File: src/rtl/ioreg_pkg.sv
package ioreg_pkg;
  typedef struct packed {
    logic       vld;
    logic [7:0] addr;
    logic [7:0] data;
  } wr_req_t;

  localparam logic [7:0] IDX_BASE   = 8'h00;
  localparam logic [7:0] IDX_GLOBAL = 8'hFF;
  localparam int unsigned GLB_EN_BIT  = 0;
  localparam int unsigned NODELAY_BIT = 2;
endpackage

File: src/rtl/ioreg_wr_pipe.sv
module ioreg_wr_pipe
  import ioreg_pkg::*;
#(
  parameter int unsigned DELAY_CYC = 2
) (
  input  logic    clk_i,
  input  logic    rst_ni,
  input  wr_req_t req_i,
  input  logic    bypass_i,
  output logic    commit_o,
  output wr_req_t cmt_req_o
);
  wr_req_t stage_q [DELAY_CYC];
  wr_req_t eff, hold_q;
  logic    prev_q;

  for (genvar s = 0; s < DELAY_CYC; s++) begin : g_stage
    always_ff @(posedge clk_i or negedge rst_ni) begin
      if (!rst_ni) stage_q[s] <= '0;
      else if (s == 0) stage_q[s] <= req_i;
      else stage_q[s] <= stage_q[(s == 0) ? 0 : s - 1];
    end
  end

  assign eff = bypass_i ? req_i : stage_q[DELAY_CYC-1];

  always_ff @(posedge clk_i or negedge rst_ni) begin
    if (!rst_ni) begin
      prev_q <= 1'b0;
      hold_q <= '0;
    end else begin
      prev_q <= eff.vld;
      if (eff.vld) hold_q <= eff;
    end
  end

  // commit on the trailing edge of the effective strobe
  assign commit_o  = prev_q & ~eff.vld;
  assign cmt_req_o = hold_q;
endmodule

File: src/rtl/ioreg_decode.sv
module ioreg_decode #(
  parameter logic [7:0] FIXED_BASE = 8'hD6
) (
  input  logic       clk_i,
  input  logic       rst_ni,
  input  logic       cs_ni,
  input  logic [7:0] addr_i,
  input  logic       commit_i,
  input  logic [7:0] cmt_addr_i,
  input  logic [7:0] cmt_data_i,
  output logic [7:0] base_o,
  output logic       known_o,
  output logic       live_hit_o,
  output logic       cmt_hit_o
);
  logic       fixed_q, learned_q;
  logic [6:0] learn_q;

  // strap: chip-select level sampled while reset is held
  always_ff @(posedge clk_i) begin
    if (!rst_ni) fixed_q <= ~cs_ni;
  end

  always_ff @(posedge clk_i or negedge rst_ni) begin
    if (!rst_ni) begin
      learned_q <= 1'b0;
      learn_q   <= '0;
    end else if (commit_i && !fixed_q && !learned_q) begin
      learned_q <= 1'b1;
      learn_q   <= cmt_data_i[7:1];
    end
  end

  assign known_o    = fixed_q | learned_q;
  assign base_o     = fixed_q ? {FIXED_BASE[7:1], 1'b0} : {learn_q, 1'b0};
  assign live_hit_o = known_o && (addr_i[7:1] == base_o[7:1]);
  assign cmt_hit_o  = known_o && (cmt_addr_i[7:1] == base_o[7:1]);
endmodule

File: src/rtl/ioreg_bank.sv
module ioreg_bank
  import ioreg_pkg::*;
#(
  parameter int unsigned N_REGS  = 8,
  parameter logic [3:0]  VERSION = 4'h3,
  localparam int unsigned CW     = N_REGS * 8
) (
  input  logic          clk_i,
  input  logic          rst_ni,
  input  logic          wr_idx_i,
  input  logic          wr_dat_i,
  input  logic [7:0]    wdata_i,
  input  logic [7:0]    base_i,
  output logic [7:0]    idx_o,
  output logic [7:0]    rdata_o,
  output logic [CW-1:0] ctrl_o,
  output logic          glb_en_o,
  output logic          nodelay_o
);
  logic [7:0] idx_q;
  logic       glb_en_q, nodelay_q;
  logic [7:0] bank_q [N_REGS];

  always_ff @(posedge clk_i or negedge rst_ni) begin
    if (!rst_ni) begin
      idx_q     <= '0;
      glb_en_q  <= 1'b0;
      nodelay_q <= 1'b0;
    end else begin
      if (wr_idx_i) idx_q <= wdata_i;
      if (wr_dat_i && idx_q == IDX_GLOBAL) begin
        glb_en_q  <= wdata_i[GLB_EN_BIT];
        nodelay_q <= wdata_i[NODELAY_BIT];
      end
    end
  end

  for (genvar i = 0; i < N_REGS; i++) begin : g_reg
    always_ff @(posedge clk_i or negedge rst_ni) begin
      if (!rst_ni) bank_q[i] <= '0;
      else if (wr_dat_i && glb_en_q && idx_q == 8'(i + 1)) bank_q[i] <= wdata_i;
    end
    assign ctrl_o[i*8 +: 8] = bank_q[i];
  end

  always_comb begin
    rdata_o = '0;
    if (idx_q == IDX_GLOBAL) begin
      rdata_o = {VERSION, 4'h0};
    end else if (glb_en_q) begin
      if (idx_q == IDX_BASE) rdata_o = base_i;
      for (int i = 0; i < N_REGS; i++) begin
        if (idx_q == 8'(i + 1)) rdata_o = bank_q[i];
      end
    end
  end

  assign idx_o     = idx_q;
  assign glb_en_o  = glb_en_q;
  assign nodelay_o = nodelay_q;
endmodule

File: src/rtl/ioreg_port.sv
module ioreg_port
  import ioreg_pkg::*;
#(
  parameter logic [7:0]  FIXED_BASE = 8'hD6,
  parameter int unsigned N_REGS     = 8,
  parameter logic [3:0]  VERSION    = 4'h3,
  parameter int unsigned DELAY_CYC  = 2
) (
  input  logic                clk_i,
  input  logic                rst_ni,
  input  logic                cs_ni,
  input  logic                wr_ni,
  input  logic                rd_ni,
  input  logic [7:0]          addr_i,
  input  logic [7:0]          data_i,
  output logic [7:0]          data_o,
  output logic                drive_o,
  output logic [N_REGS*8-1:0] ctrl_o,
  output logic                glb_en_o
);
  wr_req_t    req, cmt_req;
  logic       commit, nodelay;
  logic [7:0] base_w, idx_q, rdata;
  logic       known_w, live_hit, cmt_hit;

  assign req = '{vld: ~cs_ni & ~wr_ni, addr: addr_i, data: data_i};

  ioreg_wr_pipe #(.DELAY_CYC(DELAY_CYC)) u_pipe (
    .clk_i, .rst_ni,
    .req_i     (req),
    .bypass_i  (nodelay),
    .commit_o  (commit),
    .cmt_req_o (cmt_req)
  );

  ioreg_decode #(.FIXED_BASE(FIXED_BASE)) u_dec (
    .clk_i, .rst_ni, .cs_ni, .addr_i,
    .commit_i   (commit),
    .cmt_addr_i (cmt_req.addr),
    .cmt_data_i (cmt_req.data),
    .base_o     (base_w),
    .known_o    (known_w),
    .live_hit_o (live_hit),
    .cmt_hit_o  (cmt_hit)
  );

  ioreg_bank #(.N_REGS(N_REGS), .VERSION(VERSION)) u_bank (
    .clk_i, .rst_ni,
    .wr_idx_i  (commit & cmt_hit & ~cmt_req.addr[0]),
    .wr_dat_i  (commit & cmt_hit &  cmt_req.addr[0]),
    .wdata_i   (cmt_req.data),
    .base_i    (base_w),
    .idx_o     (idx_q),
    .rdata_o   (rdata),
    .ctrl_o    (ctrl_o),
    .glb_en_o  (glb_en_o),
    .nodelay_o (nodelay)
  );

  assign drive_o = ~cs_ni & ~rd_ni & live_hit & addr_i[0];
  assign data_o  = drive_o ? rdata : 8'h00;
endmodule

File: config.mk
export PLATFORM = sky130hd
export DESIGN_NAME = ioreg_port
export DESIGN_NICKNAME = d
export VERILOG_FILES = /design/src/rtl/ioreg_pkg.sv /design/src/rtl/ioreg_wr_pipe.sv /design/src/rtl/ioreg_decode.sv /design/src/rtl/ioreg_bank.sv /design/src/rtl/ioreg_port.sv
export SDC_FILE = /design/constraint.sdc
export NUM_CORES = 1
export LEC_CHECK = 0
export CORE_MARGIN = 2
export CORE_UTILIZATION = 55
export CTS_BUF_LIST = sky130_fd_sc_hd__clkbuf_16
export DETAILED_ROUTE_END_ITERATION = 8
export PLACE_DENSITY = 0.78
export SYNTH_ARGS = -nofsm -noshare
export SYNTH_HDL_FRONTEND = slang
export SYNTH_SLANG_ARGS = --single-unit
File: constraint.sdc
create_clock -name clk_i -period 5.5 [get_ports clk_i]
set_input_delay 1.1 -clock clk_i [delete_from_list [all_inputs] [get_ports clk_i]]
set_output_delay 1.1 -clock clk_i [all_outputs]
set_load 0.01 [all_outputs]
==> metrics.txt <==
DP HPWL 10,800 um; Post-synth EDFFs 1; outcome completed; HP Class reg -> reg; pre-CTS setup slack 0.326 ns; TritonCTS Buffers 17; # DRC 0; I/O pins 95; starting density of the core 56.8%; clock sink count 134; Die W 110 um; I/O Buffers 94; Period minus WS final 5.27 ns; synthesized area 0.00621 sq mm; routed wire length 16,000 um; Synth Flop Type dfrtp_1; die area 0.0122 sq mm; ant diodes 0; most common cell after layout, fill and taps aside dfrtp_1; DR WL/cell 21.3 um; largest net degree at the start of global routing 54; initial drt markers 365; most frequent cells in the layout dfrtp_1, clkdlybuf4s50_1, mux2_2; Final TNS setup 0 ns; Layout fillers 807; Gate power share 13.7%; first-pass GRT wire length 25,200 um; slowest cell on the critical path a2111oi_0; leakage power 3.49 nW; Pint 0.00190 W; clock latency on the worst-skew pair 0.42 ns; Sw Share 27.5%; crit path cell chain clkdlybuf4s50_1, or3_1, a2111oi_0, and3_1, nand4_1, a311oi_1, clkdlybuf4s50_1; flop and latch count out of synthesis 134; CTS tree done; Mapped Cells 511; Hold Vio Cnt, Final 0; pwr dens 335 mW/mm^2; Slew @ Worst Pin 0.922 ns; Core ar. 0.0109 sq mm; CTS resizes 0; Period Utilization, post-route 95.9%; Routed Antenna Nets 0; # rows 38; WP data arrival 4.17 ns; Sequential Power Share 44.4%; CTS hold repair buffers 0; H-tree depth 4; vias in the first global route 4,606; layout cell share with drive strength beyond 1 21.5%; Worst path max stage delay 0.66 ns; die height 110 um; max-slew violations 0; RSZ-0062 raised after global routing no; CP required 4.40 ns; relative slew slack 38.5%; Worst Skew 0.00504 ns; Clock Tree Root clkbuf_16; Max Fclk 190 MHz; Routability Congestion 0.893; asr flop ratio synth 99.3%; critical path launch point type input port; Worst setup EP type primary output; via/cell ratio 6.11; Critical Setup Path Class in -> out; Switching Power 0.000719 W; library cells used by synthesis 62; CP Max Fanout 6; final setup vio count 0; CP dominant cell by count clkdlybuf4s50_1; worst IR drop on VDD 0.000198 V; clock network fraction of total power 41.9%; CTS clk-pin slew, worst paths 0.05 ns; Ys Warns 0; area grow syn2layout 25.8%; DRT Pass-1 Iters 5; nets 618; aggregate global-route resource usage 28.5%; vias post-DR 4,586; initial antenna violation count 0; Setup Buffers After CTS 0; final setup margin 0.226 ns; part of the Yosys area used for sequential elements 54.0%; Max Cap Violations 0; final global-route overflow total 0; Synth Net Count 532; CTS max path bufs 2; synthesized area per cell 12.2 sq um
==> cell usage after synthesis (all sizes together) (10+ instances only) <==
cell type / instances / area (sq um)
dfrtp: 133 / 3330
mux2: 84 / 946
nand2: 39 / 146
clkbuf: 25 / 93.8
a21oi: 20 / 100
mux2i: 19 / 190
o21ai: 18 / 90.1
nor2: 17 / 63.8
inv: 13 / 48.8
nor2b: 13 / 81.3
nor4: 12 / 195
buf: 10 / 58.8
nand2b: 10 / 62.6
==> worst max-delay path: cells and delay by family <==
family                 cells  cell delay, ns
buffers and inverters      2            1.07
AO/OA/AOI/OAI              2            1.03
AND/OR/NAND/NOR            3            0.97
==> layer usage <==
metal	track usage [%]	share of wire (%)	up-vias
li1	-	-	2046
met1	39.0	42	2316
met2	43.4	48	182
met3	5.41	6.0	42
met4	14.8	3.6	0
met5	0	0	-
==> registers in the layout, summed over array words and instances, names as in the netlist <==
register and cells:
u_dec.learned_q 1, u_pipe.stage_q 34, u_dec.learn_q 7, u_bank.ctrl_o 64, u_dec.fixed_q 1, u_bank.glb_en_o 1, u_bank.idx_o 8, u_pipe.prev_q 1
u_pipe.cmt_req_o 16, u_bank.nodelay_o 1
==> worst paths after layout <==
check / startpoint / to / slack, ns / cells after the start
max: addr_i[2] / data_o[7] / 0.23 / 7
min: u_pipe.stage_q[27] / u_pipe.stage_q[10] / 0.35 / 0
max reg2reg: u_bank.idx_o[2] / u_bank.ctrl_o[56] / 2.29 / 4
min reg2reg: u_pipe.stage_q[27] / u_pipe.stage_q[10] / 0.35 / 0
max in group asynchronous: rst_ni / u_bank.ctrl_o[54] / 3.78 / 2
min in group asynchronous: rst_ni / u_pipe.stage_q[33] / 0.65 / 1
==> final cells by class <==
cell class                      count  area, sq um  area share, %
Multi-Input combinational cell    329         2670           34.1
Timing Repair Buffer              102          998           12.8
Tap cell                          140          175           2.24
Clock buffer                       17          425           5.44
Clock inverter                     15          145           1.86
Inverter                           13         48.8          0.624
Sequential cell                   134         3360           43.0
==> stage by stage <==
step | cell area [sq um] | hold slack [ns] | power (W) | instances | utilization, %
6_report | 7820 | 0.350 | 0.00262 | 750 | 71.5
5_1_grt | 7820 | 0.355 | 0.00271 | 750 | 71.5
4_1_cts | 7820 | 0.353 | 0.00262 | 750 | 71.5
3_5_place_dp | 7250 | 0.337 | 0.00153 | 718 | 66.3
3_3_place_gp | 7250 | 0.332 | 0.00151 | 718 | 66.3
2_1_floorplan | 6210 | 0.331 | 0.00140 | 511 | -
==> power by group through the flow <==
stage | registers [W] | clock network, W | logic (W)
2_1_floorplan | 0.00110 | 0 | 0.000300
3_3_place_gp | 0.00117 | 0 | 0.000339
3_5_place_dp | 0.00117 | 0 | 0.000353
4_1_cts | 0.00116 | 0.00111 | 0.000357
5_1_grt | 0.00117 | 0.00115 | 0.000389
6_report | 0.00116 | 0.00110 | 0.000358
==> cell families after synthesis <==
family                 Yosys count  synth area share (%)
flip-flops                     134                  54.0
AND/OR/NAND/NOR                129                  13.3
multiplexers                   104                  18.6
AO/OA/AOI/OAI                   91                  10.1
buffers and inverters           48                  3.24
XOR/XNOR                         5                 0.705
Power figures use the tool's default switching activity.
